`src/rtl/cvb_pkg.sv`:
```
package cvb_pkg;

    parameter int CVB_ADDR_W     = 8;
    parameter int CVB_DATA_W     = 8;
    parameter int CVB_LINE_WORDS = 2;
    parameter int CVB_SETS       = 4;
    parameter int CVB_VICT_N     = 2;

    typedef enum logic [2:0] {
        ST_IDLE,
        ST_LOOK,
        ST_SWAP,
        ST_WB,
        ST_FILL
    } ctl_state_e;

    // index width that never collapses to zero bits
    function automatic int width_of(input int n);
        return (n > 1) ? $clog2(n) : 1;
    endfunction

endpackage

```
`src/rtl/cvb_main_store.sv`:
```
module cvb_main_store #(
    parameter int SETS   = cvb_pkg::CVB_SETS,
    parameter int TAG_W  = 4,
    parameter int LINE_W = 16,
    localparam int IDX_W = cvb_pkg::width_of(SETS)
) (
    input  logic              clk,
    input  logic              rst,
    input  logic [IDX_W-1:0]  rd_idx,
    output logic              rd_valid,
    output logic              rd_dirty,
    output logic [TAG_W-1:0]  rd_tag,
    output logic [LINE_W-1:0] rd_data,
    input  logic              wr_en,
    input  logic [IDX_W-1:0]  wr_idx,
    input  logic              wr_valid,
    input  logic              wr_dirty,
    input  logic [TAG_W-1:0]  wr_tag,
    input  logic [LINE_W-1:0] wr_data
);

    typedef struct packed {
        logic              valid;
        logic              dirty;
        logic [TAG_W-1:0]  tag;
    } meta_t;

    meta_t             meta_q [SETS];
    logic [LINE_W-1:0] data_q [SETS];

    always_ff @(posedge clk) begin
        if (rst) begin
            for (int s = 0; s < SETS; s++) begin
                meta_q[s] <= '0;
            end
        end else if (wr_en) begin
            meta_q[wr_idx] <= '{valid: wr_valid, dirty: wr_valid & wr_dirty, tag: wr_tag};
        end
    end

    always_ff @(posedge clk) begin
        if (wr_en) begin
            data_q[wr_idx] <= wr_data;
        end
    end

    always_comb begin
        rd_valid = meta_q[rd_idx].valid;
        rd_dirty = meta_q[rd_idx].dirty;
        rd_tag   = meta_q[rd_idx].tag;
        rd_data  = data_q[rd_idx];
    end

    // a clean set never reports dirty
    clean_not_dirty_chk: assert property (@(posedge clk) disable iff (rst)
        !rd_valid |-> !rd_dirty);

endmodule

```
`src/rtl/cvb_victim_buf.sv`:
```
module cvb_victim_buf #(
    parameter int ENTRIES = cvb_pkg::CVB_VICT_N,
    parameter int LADDR_W = 7,
    parameter int LINE_W  = 16,
    localparam int SLOT_W = cvb_pkg::width_of(ENTRIES),
    localparam int AGE_W  = cvb_pkg::width_of(ENTRIES)
) (
    input  logic               clk,
    input  logic               rst,
    // associative lookup
    input  logic [LADDR_W-1:0] lk_laddr,
    output logic               lk_hit,
    output logic [SLOT_W-1:0]  lk_slot,
    // slot chosen for the next insertion
    output logic [SLOT_W-1:0]  alloc_slot,
    // read of one slot
    input  logic [SLOT_W-1:0]  sel_slot,
    output logic               sel_valid,
    output logic               sel_dirty,
    output logic [LADDR_W-1:0] sel_laddr,
    output logic [LINE_W-1:0]  sel_data,
    // write of one slot, also marks it most recent when valid
    input  logic               wr_en,
    input  logic [SLOT_W-1:0]  wr_slot,
    input  logic               wr_valid,
    input  logic               wr_dirty,
    input  logic [LADDR_W-1:0] wr_laddr,
    input  logic [LINE_W-1:0]  wr_data
);

    logic               valid_q [ENTRIES];
    logic               dirty_q [ENTRIES];
    logic [LADDR_W-1:0] laddr_q [ENTRIES];
    logic [LINE_W-1:0]  data_q  [ENTRIES];
    logic [AGE_W-1:0]   age_q   [ENTRIES];
    logic [ENTRIES-1:0] hit_vec;

    generate
        for (genvar g = 0; g < ENTRIES; g++) begin : g_cmp
            assign hit_vec[g] = valid_q[g] && (laddr_q[g] == lk_laddr);
        end
    endgenerate

    always_comb begin
        lk_hit  = |hit_vec;
        lk_slot = '0;
        for (int j = 0; j < ENTRIES; j++) begin
            if (hit_vec[j]) begin
                lk_slot = SLOT_W'(j);
            end
        end
    end

    // oldest slot, overridden by the lowest empty slot
    always_comb begin
        logic found_empty;
        found_empty = 1'b0;
        alloc_slot  = '0;
        for (int j = 0; j < ENTRIES; j++) begin
            if (age_q[j] == AGE_W'(ENTRIES - 1)) begin
                alloc_slot = SLOT_W'(j);
            end
        end
        for (int j = 0; j < ENTRIES; j++) begin
            if (!valid_q[j] && !found_empty) begin
                alloc_slot  = SLOT_W'(j);
                found_empty = 1'b1;
            end
        end
    end

    always_comb begin
        sel_valid = valid_q[sel_slot];
        sel_dirty = dirty_q[sel_slot];
        sel_laddr = laddr_q[sel_slot];
        sel_data  = data_q[sel_slot];
    end

    always_ff @(posedge clk) begin
        if (rst) begin
            for (int j = 0; j < ENTRIES; j++) begin
                valid_q[j] <= 1'b0;
                dirty_q[j] <= 1'b0;
                age_q[j]   <= AGE_W'(j);
            end
        end else if (wr_en) begin
            valid_q[wr_slot] <= wr_valid;
            dirty_q[wr_slot] <= wr_valid & wr_dirty;
            if (wr_valid) begin
                for (int j = 0; j < ENTRIES; j++) begin
                    if (SLOT_W'(j) == wr_slot) begin
                        age_q[j] <= '0;
                    end else if (age_q[j] < age_q[wr_slot]) begin
                        age_q[j] <= age_q[j] + 1'b1;
                    end
                end
            end
        end
    end

    always_ff @(posedge clk) begin
        if (wr_en) begin
            laddr_q[wr_slot] <= wr_laddr;
            data_q[wr_slot]  <= wr_data;
        end
    end

    // a line is never held twice
    single_hit_chk: assert property (@(posedge clk) disable iff (rst)
        $onehot0(hit_vec));

    // a freshly inserted line becomes the youngest
    touch_young_chk: assert property (@(posedge clk) disable iff (rst)
        (wr_en && wr_valid) |=> (age_q[$past(wr_slot)] == '0));

    // a full slot is only chosen when it is the oldest
    alloc_oldest_chk: assert property (@(posedge clk) disable iff (rst)
        valid_q[alloc_slot] |-> (age_q[alloc_slot] == AGE_W'(ENTRIES - 1)));

endmodule

```
`src/rtl/victim_dm_cache.sv`:
```
module victim_dm_cache #(
    parameter int ADDR_W     = cvb_pkg::CVB_ADDR_W,
    parameter int DATA_W     = cvb_pkg::CVB_DATA_W,
    parameter int LINE_WORDS = cvb_pkg::CVB_LINE_WORDS,
    parameter int SETS       = cvb_pkg::CVB_SETS,
    parameter int VICT_N     = cvb_pkg::CVB_VICT_N,
    localparam int OFF_W     = cvb_pkg::width_of(LINE_WORDS),
    localparam int IDX_W     = cvb_pkg::width_of(SETS),
    localparam int LADDR_W   = ADDR_W - OFF_W,
    localparam int TAG_W     = LADDR_W - IDX_W,
    localparam int LINE_W    = LINE_WORDS * DATA_W,
    localparam int SLOT_W    = cvb_pkg::width_of(VICT_N)
) (
    input  logic               clk,
    input  logic               rst,
    input  logic               req_valid,
    output logic               req_ready,
    input  logic               req_write,
    input  logic [ADDR_W-1:0]  req_addr,
    input  logic [DATA_W-1:0]  req_wdata,
    output logic               resp_valid,
    output logic [DATA_W-1:0]  resp_rdata,
    output logic               mem_rd_req,
    output logic [LADDR_W-1:0] mem_rd_addr,
    input  logic               mem_rd_valid,
    input  logic [LINE_W-1:0]  mem_rd_data,
    output logic               mem_wb_valid,
    input  logic               mem_wb_ready,
    output logic [LADDR_W-1:0] mem_wb_addr,
    output logic [LINE_W-1:0]  mem_wb_data
);
    import cvb_pkg::*;

    ctl_state_e         st;
    logic               q_write;
    logic [ADDR_W-1:0]  q_addr;
    logic [DATA_W-1:0]  q_wdata;
    logic [SLOT_W-1:0]  q_slot;

    logic [OFF_W-1:0]   q_off;
    logic [LADDR_W-1:0] q_laddr;
    logic [IDX_W-1:0]   q_idx;
    logic [TAG_W-1:0]   q_tag;

    assign q_off   = q_addr[OFF_W-1:0];
    assign q_laddr = q_addr[ADDR_W-1:OFF_W];
    assign q_idx   = q_laddr[IDX_W-1:0];
    assign q_tag   = q_laddr[LADDR_W-1:IDX_W];

    // main array ports
    logic              m_valid, m_dirty;
    logic [TAG_W-1:0]  m_tag;
    logic [LINE_W-1:0] m_data;
    logic              m_wr_en, m_wr_valid, m_wr_dirty;
    logic [TAG_W-1:0]  m_wr_tag;
    logic [LINE_W-1:0] m_wr_data;

    // side store ports
    logic               v_hit;
    logic [SLOT_W-1:0]  v_hit_slot, v_alloc, v_sel;
    logic               v_sel_valid, v_sel_dirty;
    logic [LADDR_W-1:0] v_sel_laddr;
    logic [LINE_W-1:0]  v_sel_data;
    logic               v_wr_en, v_wr_valid, v_wr_dirty;
    logic [LADDR_W-1:0] v_wr_laddr;
    logic [LINE_W-1:0]  v_wr_data;

    logic              main_hit;
    logic              finish;
    logic [LINE_W-1:0] merge_src;
    logic [LINE_W-1:0] merged;
    logic [DATA_W-1:0] word_out;

    cvb_main_store #(
        .SETS   (SETS),
        .TAG_W  (TAG_W),
        .LINE_W (LINE_W)
    ) u_main (
        .clk      (clk),
        .rst      (rst),
        .rd_idx   (q_idx),
        .rd_valid (m_valid),
        .rd_dirty (m_dirty),
        .rd_tag   (m_tag),
        .rd_data  (m_data),
        .wr_en    (m_wr_en),
        .wr_idx   (q_idx),
        .wr_valid (m_wr_valid),
        .wr_dirty (m_wr_dirty),
        .wr_tag   (m_wr_tag),
        .wr_data  (m_wr_data)
    );

    assign v_sel = (st == ST_LOOK) ? v_alloc : q_slot;

    cvb_victim_buf #(
        .ENTRIES (VICT_N),
        .LADDR_W (LADDR_W),
        .LINE_W  (LINE_W)
    ) u_vict (
        .clk        (clk),
        .rst        (rst),
        .lk_laddr   (q_laddr),
        .lk_hit     (v_hit),
        .lk_slot    (v_hit_slot),
        .alloc_slot (v_alloc),
        .sel_slot   (v_sel),
        .sel_valid  (v_sel_valid),
        .sel_dirty  (v_sel_dirty),
        .sel_laddr  (v_sel_laddr),
        .sel_data   (v_sel_data),
        .wr_en      (v_wr_en),
        .wr_slot    (q_slot),
        .wr_valid   (v_wr_valid),
        .wr_dirty   (v_wr_dirty),
        .wr_laddr   (v_wr_laddr),
        .wr_data    (v_wr_data)
    );

    assign main_hit = m_valid && (m_tag == q_tag);

    // line that the current access lands in, with the write merged
    always_comb begin
        unique case (st)
            ST_SWAP: merge_src = v_sel_data;
            ST_FILL: merge_src = mem_rd_data;
            default: merge_src = m_data;
        endcase
        merged = merge_src;
        if (q_write) begin
            merged[q_off*DATA_W +: DATA_W] = q_wdata;
        end
        word_out = merged[q_off*DATA_W +: DATA_W];
    end

    always_comb begin
        m_wr_en    = 1'b0;
        m_wr_valid = 1'b1;
        m_wr_dirty = 1'b0;
        m_wr_tag   = q_tag;
        m_wr_data  = merged;
        v_wr_en    = 1'b0;
        v_wr_valid = m_valid;
        v_wr_dirty = m_dirty;
        v_wr_laddr = {m_tag, q_idx};
        v_wr_data  = m_data;
        finish     = 1'b0;
        unique case (st)
            ST_LOOK: begin
                if (main_hit) begin
                    m_wr_en    = q_write;
                    m_wr_dirty = 1'b1;
                    finish     = 1'b1;
                end
            end
            ST_SWAP: begin
                m_wr_en    = 1'b1;
                m_wr_valid = v_sel_valid;
                m_wr_dirty = v_sel_dirty | q_write;
                m_wr_tag   = v_sel_laddr[LADDR_W-1:IDX_W];
                v_wr_en    = 1'b1;
                finish     = 1'b1;
            end
            ST_FILL: begin
                if (mem_rd_valid) begin
                    m_wr_en    = 1'b1;
                    m_wr_dirty = q_write;
                    v_wr_en    = m_valid;
                    finish     = 1'b1;
                end
            end
            default: ;
        endcase
    end

    always_ff @(posedge clk) begin
        if (rst) begin
            st         <= ST_IDLE;
            q_write    <= 1'b0;
            q_addr     <= '0;
            q_wdata    <= '0;
            q_slot     <= '0;
            resp_valid <= 1'b0;
            resp_rdata <= '0;
        end else begin
            resp_valid <= finish;
            if (finish) begin
                resp_rdata <= word_out;
            end
            unique case (st)
                ST_IDLE: begin
                    if (req_valid) begin
                        q_write <= req_write;
                        q_addr  <= req_addr;
                        q_wdata <= req_wdata;
                        st      <= ST_LOOK;
                    end
                end
                ST_LOOK: begin
                    if (main_hit) begin
                        st <= ST_IDLE;
                    end else if (v_hit) begin
                        q_slot <= v_hit_slot;
                        st     <= ST_SWAP;
                    end else begin
                        q_slot <= v_alloc;
                        st     <= (m_valid && v_sel_valid && v_sel_dirty) ? ST_WB : ST_FILL;
                    end
                end
                ST_SWAP: st <= ST_IDLE;
                ST_WB:   if (mem_wb_ready) st <= ST_FILL;
                ST_FILL: if (mem_rd_valid) st <= ST_IDLE;
                default: st <= ST_IDLE;
            endcase
        end
    end

    assign req_ready    = (st == ST_IDLE);
    assign mem_rd_req   = (st == ST_FILL);
    assign mem_rd_addr  = q_laddr;
    assign mem_wb_valid = (st == ST_WB);
    assign mem_wb_addr  = v_sel_laddr;
    assign mem_wb_data  = v_sel_data;

    // an accepted request causes no next-level traffic in the following cycle
    quiet_after_accept_chk: assert property (@(posedge clk) disable iff (rst)
        (req_valid && req_ready) |=> (!mem_rd_req && !mem_wb_valid));

    // refill request and address stay put until data arrives
    rd_hold_chk: assert property (@(posedge clk) disable iff (rst)
        (mem_rd_req && !mem_rd_valid) |=> (mem_rd_req && $stable(mem_rd_addr)));

    // writeback line stays put until taken
    wb_hold_chk: assert property (@(posedge clk) disable iff (rst)
        (mem_wb_valid && !mem_wb_ready) |=> (mem_wb_valid && $stable(mem_wb_addr) && $stable(mem_wb_data)));

    // writeback and refill never overlap
    wb_rd_excl_chk: assert property (@(posedge clk) disable iff (rst)
        !(mem_wb_valid && mem_rd_req));

    // a response is a single pulse
    resp_pulse_chk: assert property (@(posedge clk) disable iff (rst)
        resp_valid |=> !resp_valid);

endmodule

```
`config.mk`:
```
export PLATFORM = sky130hd
export DESIGN_NAME = victim_dm_cache
export DESIGN_NICKNAME = d
export VERILOG_FILES = /design/src/rtl/cvb_pkg.sv /design/src/rtl/cvb_main_store.sv /design/src/rtl/cvb_victim_buf.sv /design/src/rtl/victim_dm_cache.sv
export SDC_FILE = /design/constraint.sdc
export NUM_CORES = 1
export LEC_CHECK = 0
export BUFFER_PORTS_ARGS = -buffer_cell sky130_fd_sc_hd__buf_4
export CAP_MARGIN = 20
export CORE_MARGIN = 2
export CORE_UTILIZATION = 45
export CTS_BUF_LIST = sky130_fd_sc_hd__clkbuf_4 sky130_fd_sc_hd__clkbuf_8
export DETAILED_ROUTE_END_ITERATION = 8
export PLACE_DENSITY = 0.6
export REMOVE_ABC_BUFFERS = 1
export SKIP_LAST_GASP = 1
export SLEW_MARGIN = 20
export SYNTH_ARGS = -nofsm -noshare
export SYNTH_HDL_FRONTEND = slang
export SYNTH_SLANG_ARGS = --single-unit
export TNS_END_PERCENT = 5
```
`constraint.sdc`:
```
create_clock -name clk -period 3.5 [get_ports clk]
set_input_delay 0.525 -clock clk [delete_from_list [all_inputs] [get_ports clk]]
set_output_delay 0.525 -clock clk [all_outputs]
set_load 0.02 [all_outputs]
```
# Yosys cells after proc, flatten, opt, wreduce, memory -nomap -nowiden
# Memories as Yosys holds them, arrays and structs flattened. A register that Yosys moved wholly into a read port is not among the register bits.
# Index checks and enable logic that the tools add are counted.
# word_totals
mem_bits_rw	144
reg_bits	30
inputBits	38
output_inout_bits	42
mem_count	7
# memory_table
memory	depth	width	rd	rd_ports_with_merged_regs	write_ports	line_no	source
u_main.data_q	4	16	1	1	1	cvb_main_store.sv:29	logic [LINE_W-1:0] data_q [SETS];
u_vict.data_q	2	16	1	0	1	cvb_victim_buf.sv:34	logic [LINE_W-1:0] data_q [ENTRIES];
u_main.meta_q	4	7	1	1	4	cvb_main_store.sv:28	meta_t meta_q [SETS];
u_vict.laddr_q	2	7	3	0	1	cvb_victim_buf.sv:33	logic [LADDR_W-1:0] laddr_q [ENTRIES];
u_vict.age_q	2	1	3	1	2	cvb_victim_buf.sv:35	logic [AGE_W-1:0] age_q [ENTRIES];
u_vict.dirty_q	2	1	1	0	2	cvb_victim_buf.sv:32	logic dirty_q [ENTRIES];
1 more memories	n/a	n/a	n/a	n/a	n/a	n/a	
# op_classes
n_shift	3
n_bitwise	8
n_reduce_logical	15
order_cmp	2
eq_ne	10
n_addsub	3
muxes	78
# ops
op	count
$mux W1	57
$neg A4 Y34	1
$shift A8 B34 Y16 const A	1
$shiftx A8 B34 Y16	1
$pmux W16 S2	1
$mux W3	6
$bwmux W16	1
$mux W16	1
$shiftx A16 B5 Y8	1
$eq A7 B7 Y1	2
$pmux W3 S4	1
$mux W2	5
$pmux W1 S3	3
$mux W7	1
$reduce_or A7 Y1	1
$eq A3 B2 Y1 const B	2
$logic_and A1 B1 Y1	6
$eq A5 B5 Y1	1
$mux W5	1
$or A1 B1 Y1	5
$ne A2 B1 Y1 const B	2
$reduce_and A2 Y1	2
$eq A3 B1 Y1 const B	1
$eq A3 B3 Y1 const B	1
other kinds (11)	15

# Depth between registers and ports, before layout
# Gate-level depths: netlist (run 1).
# An unclocked memory read counts as a cell.
# depth
depth_word	11
depth_mapped	11
depth_no_buf	7

# Hierarchy
# Synthesis (run 1) repeated with hierarchy kept, for this count alone.
# unflattened
cells_unflattened	587
hier_area_um2	8059.0
# modules_own_cells
mod	area_each_um2	cells_each	instances	seq_area_each_um2
cvb_main_store	3638.5	164	1	2762.6
victim_dm_cache	2289.7	307	1	600.6
cvb_victim_buf	2130.8	116	1	1561.5

# Worst setup path after synthesis (run 1)
# No wires, ideal clock.
# synth_timing
path_kind	register to register
from	register (tool-made name)
to	memory u_main.data_q[0][0] (enable)
required_time_ns	3.112
path_stages_with_launch	8
arrival_time_ns	2.666
path_buffers	1
path_slack_ns	0.446
setup_ns	0.388
cell_sequence	dfxtp_1 buf_6 mux4_2 xnor2_2 nand2_2 nor4_2 nor2_1 nor2_1
# synth_lines
item	line_no
end: declaration	cvb_main_store.sv:29

# Worst setup path after layout (run 1)
# layout_timing
from	register st[0]
to	output port mem_wb_data[10]
# layout_via
elab_chain_len	3
# layout_rtl
item	line_no	source
start: declaration	victim_dm_cache.sv:34	ctl_state_e st;
start signal: assignment	victim_dm_cache.sv:207	st <= (m_valid && v_sel_valid && v_sel_dirty) ? ST_WB : ST_FILL;
$eq A3 B1 Y1	victim_dm_cache.sv:94	assign v_sel = (st == ST_LOOK) ? v_alloc : q_slot;
$mux W1	victim_dm_cache.sv:94	
$mem_v2 Z2 W16	n/a	
end: declaration	victim_dm_cache.sv:30	output logic [LINE_W-1:0] mem_wb_data
# Every way passes these cells.

==> results of run 1 <==
cells in the mapped netlist (all sizes together) (2+ instances only):
master  count
nand2      43
mux4       21
edfxtp    144
a211oi      8
nand4       5
mux2       42
buf        26
o21ba       2
xnor2      17
and2        8
o21ai      11
nor3       20
or2         3
inv        10
nor3b       3
a22o       16
nand2b      9
nor4        4
a222oi      8
a21oi      26
nor2b       2
clkbuf     19
dfxtp      33
o211ai      2
mux2i      10
nand3       4
nor2       32
a21o       17
metrics by stage:
stage          hold slack, ns  worst slack [ns]
2_1_floorplan           0.451            -0.375
3_3_place_gp            0.476             0.644
6_report                0.316             0.201
4_1_cts                 0.281             0.170
3_5_place_dp            0.478             0.580
5_1_grt                 0.293            0.0767
critical path, delay by kind of cell, from the launching register on:
family	cells	cell delay, ns
buf+inv	2	0.50
simple gates	3	0.82
flops	1	0.58
mux	1	0.42
power breakdown:
| group | internal (W) | total (W) | switching (W) |
|---|---|---|---|
| Combinational | 0.000274 | 0.000637 | 0.000363 |
| Sequential | 0.00236 | 0.00241 | 0.0000506 |
| Clock | 0.000511 | 0.00121 | 0.000701 |
| Total | 0.00315 | 0.00426 | 0.00111 |
worst paths after layout:
check / cells after the start / start / slack [ns] / to
worst max-delay path: 6 / st[0] / 0.20 / mem_wb_data[10]
worst min-delay path: 3 / req_wdata[5] / 0.32 / q_wdata[5]
worst min register to register: 2 / q_wdata[3] / 0.49 / q_wdata[3]
worst max register to register: 8 / st[0] / 0.56 / resp_rdata[2]
per-layer routing:
| metal | part of all wire (%) | routed length, um | up-vias |
|---|---|---|---|
| li1 | - | - | 2285 |
| met1 | 43 | 8280 | 2466 |
| met2 | 47 | 9100 | 207 |
| met3 | 8.7 | 1680 | 24 |
| met4 | 1.5 | 289 | 0 |
| met5 | 0 | 0 | - |
cells by family (layout without fill, tap and decap cells):
logic type      Yosys count  count (layout)
flops                   177             177
xor+xnor                 17              17
compound gates          101             101
mux                      73              73
simple gates            137             137
buf+inv                  55             148
state kept, by name (all words and copies together), names as in the netlist, 2 cells and up, named ones only:
register	count
u_vict.age_q	2
st	3
q_addr	8
u_vict.valid_q	2
u_vict.laddr_q	14
u_vict.data_q	32
u_main.data_q	64
resp_rdata	8
u_vict.dirty_q	2
u_main.meta_q	28
q_wdata	8
area by class of cell:
type / count / area [um2] / share of cell area, %
Clock buffer: 20 / 263 / 2.90
Clock inverter: 12 / 68.8 / 0.759
Inverter: 10 / 37.5 / 0.414
Multi-Input combinational cell: 328 / 2640 / 29.1
Sequential cell: 177 / 4990 / 55.0
Tap cell: 225 / 282 / 3.10
Timing Repair Buffer: 106 / 796 / 8.77
==> summary.md, run 1 <==
| Metric | Value |
|---|---|
| Post-detailed-route wirelength per cell | 22.0 um |
| Input/output buffers | 79 |
| Crit Path Max Fanout | 17 |
| TritonCTS Sinks | 177 |
| Worst setup SP type | flip-flop |
| Mux cell area share after synthesis | 13.4% |
| Sequential share of the synthesized area | 62.9% |
| Final total negative setup slack | 0 ns |
| Biggest area consumer among synthesized cells | sky130_fd_sc_hd__edfxtp_1 |
| Number of buffers added by the clock tree synthesis step | 17 |
| Growth of design area from synthesis to finish | 14.5% |
| Most frequent cells in the layout | sky130_fd_sc_hd__edfxtp_1, sky130_fd_sc_hd__buf_4, sky130_fd_sc_hd__nand2_1, sky130_fd_sc_hd__mux2_2, sky130_fd_sc_hd__dfxtp_1 |
| Worst Max-Slew Pin Slew | 1.07 ns |
| TritonCTS clock tree | yes |
| Resized Gates After CTS | 0 |
| Power per Cell Area | 470 nW/um2 |
| Top cells by area in the synthesized netlist | sky130_fd_sc_hd__edfxtp_1, sky130_fd_sc_hd__dfxtp_1, sky130_fd_sc_hd__mux2_2 |
| Element type at the critical path end | primary output |
| Share of the core filled with cells in the final layout | 52.6% |
| Slowest cell delay on critical path | 0.58 ns |
| Worst slew margin relative to its limit | 28.5% |
| Post-Synthesis Cell Area | 7920 um2 |
| Final critical-path required period | 3.30 ns |
| Net count reported at finish | 678 |
| Max Freq | 303 MHz |
| Overall global routing resource usage | 21.9% |
| Worst min path class | in -> reg |
| Clock latency reported for the late side of the worst-skew pair | 0.45 ns |
| Post-route clock skew | 0.00956 ns |
| Simple-gate share of the synthesized area | 8.64% |
| Most common flop cell mapped by yosys | sky130_fd_sc_hd__edfxtp_1 |
| Violation count after the first detailed-route iteration | 307 |
| Outcome | complete, no violations |
| Deepest clock path buffer count | 2 |
| Number of warnings issued by yosys | 0 |
| Critical path, cell by cell | or3b_2 -> nand2_1 -> and2_1 -> buf_4 -> mux2_2 -> buf_4 |
| Number of levels the H-tree was split into | 4 |
| Global placer's final weighted congestion | 0.821 |
| Power after layout | 0.00426 W |
| Post-Synth Adder-Cell Area | 0% |
| Post-synth EDFFs | 144 |
| Global-route met3 utilization | 6.11% |
| Post-synthesis share of cell area spent on xor and xnor gates | 1.97% |
| Via count of the first global-routing pass | 5126 |
| Cts-stage hold buffer count | 0 |
| Pin count of the biggest net entering global routing | 38 |
| Met2 capacity usage during global routing | 34.2% |
| Count of unique library cells instantiated by Yosys | 57 |
| Async set or reset register ratio after synthesis | 0% |
| Antenna violations before repair | 0 |
| DRC violation count after routing | 0 |
| Post-route non-filler standard cell count | 878 |
| Detailed Routing Iterations Pass 1 | 5 |
| Buffer cell driving the clock tree root | sky130_fd_sc_hd__clkbuf_8 |
| Synth Area in Compound Gates | 9.24% |
| Ratio of cells with drive above 1 in the final layout | 32.3% |
| Max Slew Vio Count | 0 |
| DR vias/cell | 5.67 |
| Final wirelength | 19400 um |
| GR peak layer | met2 |
| Number of buffers added for setup after CTS | 0 |
| Main combinational cell family by area after synthesis | multiplexers |
| Clk pin slew, worst setup/hold paths | 0.09 ns |
| Met1 layer usage reported by global route | 29.9% |
| First-pass GRT wire length | 29400 um |
| Portion of synthesized cell area occupied by the leading cell type | 54.6% |
| Leak | 3.21 nW |
| Via count | 4982 |
| Required time at the endpoint of the critical path | 2.97 ns |
| Horizontal die dimension | 137 um |
| Cell count after synthesis | 560 |
| RSZ-0062 raised after global routing | no |
| Placeable core region | 17200 um2 |
| HPWL reported at the end of detailed placement | 13100 um |
| CP max stage cell | sky130_fd_sc_hd__dfxtp_1 |
| #FFs+latches synth | 177 |
| Inserted Diodes | 0 |
| Total instance count after detailed placement | 846 |
| Number of top-level pins | 80 |
| Instance area after placement | 8740 um2 |
| Worst VDD drop | 0.000251 V |
| Non-Filler Cell Area, Final | 9070 um2 |
| Fraction of the cycle the final worst path needs | 94.3% |
| Number of rows created at floorplan | 48 |
| Final setup fails | 0 |
| Starting Density | 46.0% |
| Die outline area | 18700 um2 |
| Total overflow reported by the global router | 0 |
| FILL cells | 1465 |
| Number of violations of the max-capacitance limit | 0 |
| Type of the setup path with the least slack | reg -> out |
| Endpoint arrival time on the critical path | 2.77 ns |
| Number of nets with antenna violations after routing | 0 |
| Die Height | 137 um |
| Hold Fails Final Rpt | 0 |
| Most common cell after layout, fill and taps aside | sky130_fd_sc_hd__edfxtp_1 |
| Syn_area_per_cell | 14.1 um2 |
| Dominant cell type by count on the critical path | sky130_fd_sc_hd__buf_4 |
Power figures use the tool's default switching activity.
==> run 2, diff against run 1 <==
CORE_ASPECT_RATIO = 1.1   (was unset)
==> run 2 against run 1 <==
Against the previous run:
- fmax rose by 0.75%
- combinational power fell by 1%
- die area barely moved
- largest cell class unchanged
- flip-flop and latch count did not move
- global-route usage fell by 1.1 points
- clock skew rose by 0.0052 ns
- sequential power barely moved
- setup slack improved by 0.025 ns
- via count fell by 1.6%
- routed wire length fell by 4.3%
- critical endpoint is now mem_wb_data[1]
- largest power group unchanged
- register-to-register slack barely moved
==> summary.md, run 2 (same netlist as run 1, synthesis figures left out) <==
| Metric | Value |
|---|---|
| Pin count of the biggest net entering global routing | 38 (unchanged) |
| Critical path, cell by cell | or3b_2 -> nand2_1 -> and2_1 -> buf_4 -> mux2_2 -> buf_4 |
| Worst slew margin relative to its limit | 26.9% (-1.5 points) |
| Global placer's final weighted congestion | 0.786 (-4.3%) |
| Starting Density | 46.2% (+0.25 points) |
| Worst Max-Slew Pin Slew | 1.10 ns (+0.0253 ns) |
| Largest registers ranked by flip-flop count | u_main.data_q (64), u_vict.data_q (32), u_main.meta_q (28) |
| Worst slack after detailed placement | 0.590 ns (+0.00971 ns) |
| Power after layout | 0.00447 W (+4.9%) |
| Number of buffers added by the clock tree synthesis step | 17 (unchanged) |
| FILL cells | 1485 (+1.4%) |
| Type of the setup path with the least slack | reg -> out |
| Power per Cell Area | 488 nW/um2 (+3.9%) |
| Worst Reg-to-Reg Cells | 8 (unchanged) |
| First-pass GRT wire length | 28000 um (-4.9%) |
| Flip-flop count of the largest register, all copies and words added | 64 (unchanged) |
| Worst setup SP type | flip-flop |
| Worst Hold Endpoint | q_wdata[5] |
| Deepest clock path buffer count | 2 (unchanged) |
| RSZ-0062 raised after global routing | no |
| Die Height | 143 um (+4.7%) |
| RR Endpoint | u_main.meta_q[0][0] |
| Via count of the first global-routing pass | 4930 (-3.8%) |
| Worst Setup Slack, final | 0.225 ns (+0.0247 ns) |
| CP max stage cell | sky130_fd_sc_hd__dfxtp_1 |
| Final wirelength | 18500 um (-4.3%) |
| Met1 layer usage reported by global route | 28.5% (-1.4 points) |
| Number of nets with antenna violations after routing | 0 (unchanged) |
| GR peak layer | met2 |
| Critical hold path startpoint | req_wdata[5] |
| Overall global routing resource usage | 20.9% (-1.1 points) |
| Slowest cell delay on critical path | 0.57 ns (about the same) |
| DRC violation count after routing | 0 (unchanged) |
| Number of violations of the max-capacitance limit | 0 (unchanged) |
| Leak | 3.25 nW (+1.1%) |
| Ratio of cells with drive above 1 in the final layout | 32.8% (+0.46 points) |
| Final setup fails | 0 (unchanged) |
| Most frequent cells in the layout | sky130_fd_sc_hd__edfxtp_1, sky130_fd_sc_hd__buf_4, sky130_fd_sc_hd__nand2_1, sky130_fd_sc_hd__mux2_2, sky130_fd_sc_hd__dfxtp_1 |
| Horizontal die dimension | 131 um (-4.5%) |
| Buffer cell driving the clock tree root | sky130_fd_sc_hd__clkbuf_8 |
| Required time at the endpoint of the critical path | 2.97 ns (about the same) |
| Cts-stage hold buffer count | 0 (unchanged) |
| Growth of design area from synthesis to finish | 15.6% |
| HPWL reported at the end of detailed placement | 12800 um (-1.9%) |
| DR vias/cell | 5.52 (-2.6%) |
| Inserted Diodes | 0 (unchanged) |
| Fraction of the cycle the final worst path needs | 93.6% (-0.70 points) |
| Share of the core filled with cells in the final layout | 53.4% (+0.79 points) |
| Worst min path class | in -> reg |
| Number of top-level pins | 80 (unchanged) |
| TritonCTS Sinks | 177 (unchanged) |
| Detailed Routing Iterations Pass 1 | 5 (unchanged) |
| Crit Path Max Fanout | 14 (-3) |
| Resized Gates After CTS | 0 (unchanged) |
| Worst VDD drop | 0.000256 V (+2.0%) |
| Endpoint arrival time on the critical path | 2.75 ns (-0.02 ns) |
| Number of rows created at floorplan | 50 (+4.2%) |
| Antenna violations before repair | 0 (unchanged) |
| Dominant cell type by count on the critical path | sky130_fd_sc_hd__buf_4 |
| Placeable core region | 17100 um2 (-0.55%) |
| Element type at the critical path end | primary output |
| Max Slew Vio Count | 0 (unchanged) |
| Cell depth of the worst min-delay path | 3 (unchanged) |
| Post-route clock skew | 0.0147 ns (+0.00518 ns) |
| Post-detailed-route wirelength per cell | 20.9 um (-5.3%) |
| Input/output buffers | 79 (unchanged) |
| Net count reported at finish | 678 (unchanged) |
| Via count | 4900 (-1.6%) |
| Clock latency reported for the late side of the worst-skew pair | 0.46 ns (about the same) |
| Max Freq | 305 MHz (+0.75%) |
| Clk pin slew, worst setup/hold paths | 0.10 ns (about the same) |
| Die outline area | 18700 um2 (about the same) |
| Met2 capacity usage during global routing | 33.7% (-0.51 points) |
| Largest Register | u_main.data_q |
| Number of levels the H-tree was split into | 4 (unchanged) |
| Setup slack of the worst register-to-register path | 0.57 ns (about the same) |
| Final critical-path required period | 3.27 ns (-0.0247 ns) |
| TritonCTS clock tree | yes |
| Hold Fails Final Rpt | 0 (unchanged) |
| Total overflow reported by the global router | 0 (unchanged) |
| Violation count after the first detailed-route iteration | 271 (-12%) |
| Global-route met3 utilization | 4.42% (-1.7 points) |
| Number of buffers added for setup after CTS | 0 (unchanged) |
| Outcome | complete, no violations |
| Most common cell after layout, fill and taps aside | sky130_fd_sc_hd__edfxtp_1 |
## run 2: layout make-up
class | count | area [um2] | area share [%]
clock inverters | 15 | 171 | 1.87
multi-input cells | 328 | 2640 | 28.8
inverters | 10 | 37.5 | 0.410
repair buffers | 106 | 796 | 8.69
clock buffers | 17 | 234 | 2.55
well taps | 234 | 293 | 3.20
flip-flops and latches | 177 | 4990 | 54.4
## run 2: critical path, delay by kind of cell, from the launching register on
family	cells	cell delay, ns
buffers and inverters	2	0.46
DFF	1	0.57
muxes	1	0.41
and+or+nand+nor	3	0.84
## run 2: worst max path at each step
stage / endpoint / slack (ns) / cells past startpoint / start
after CTS: mem_wb_data[10] / 0.20 / 6 / st[0]
after global placement: u_main.meta_q[0][2] / 0.65 / 8 / flip-flop
final: mem_wb_data[1] / 0.23 / 6 / st[0]
after detailed placement: u_main.meta_q[0][2] / 0.59 / 8 / flip-flop
after global routing: mem_wb_data[10] / 0.07 / 6 / st[0]
after floorplan: u_main.data_q[1][0] / -0.37 / 6 / flip-flop
## run 2: metal layers
metal / wire length, um / up-vias
met4: 178 / 0
met2: 9110 / 141
li1: - / 2294
met1: 8270 / 2448
met3: 965 / 17
met5: 0 / -
## run 2: where the power goes
group | total [W] | switching (W) | internal (W)
Clock | 0.00143 | 0.000776 | 0.000654
Sequential | 0.00241 | 0.0000502 | 0.00236
Combinational | 0.000628 | 0.000355 | 0.000273
Total | 0.00447 | 0.00118 | 0.00329
## run 2: metrics by stage
step,std cells,hold WS (ns),area (um2),setup TNS [ns]
6_report,887,0.298,9160,0
3_3_place_gp,855,0.472,8750,0
4_1_cts,887,0.266,9160,0
2_1_floorplan,515,0.451,7660,-30.33
3_5_place_dp,855,0.479,8750,0
5_1_grt,887,0.263,9160,0
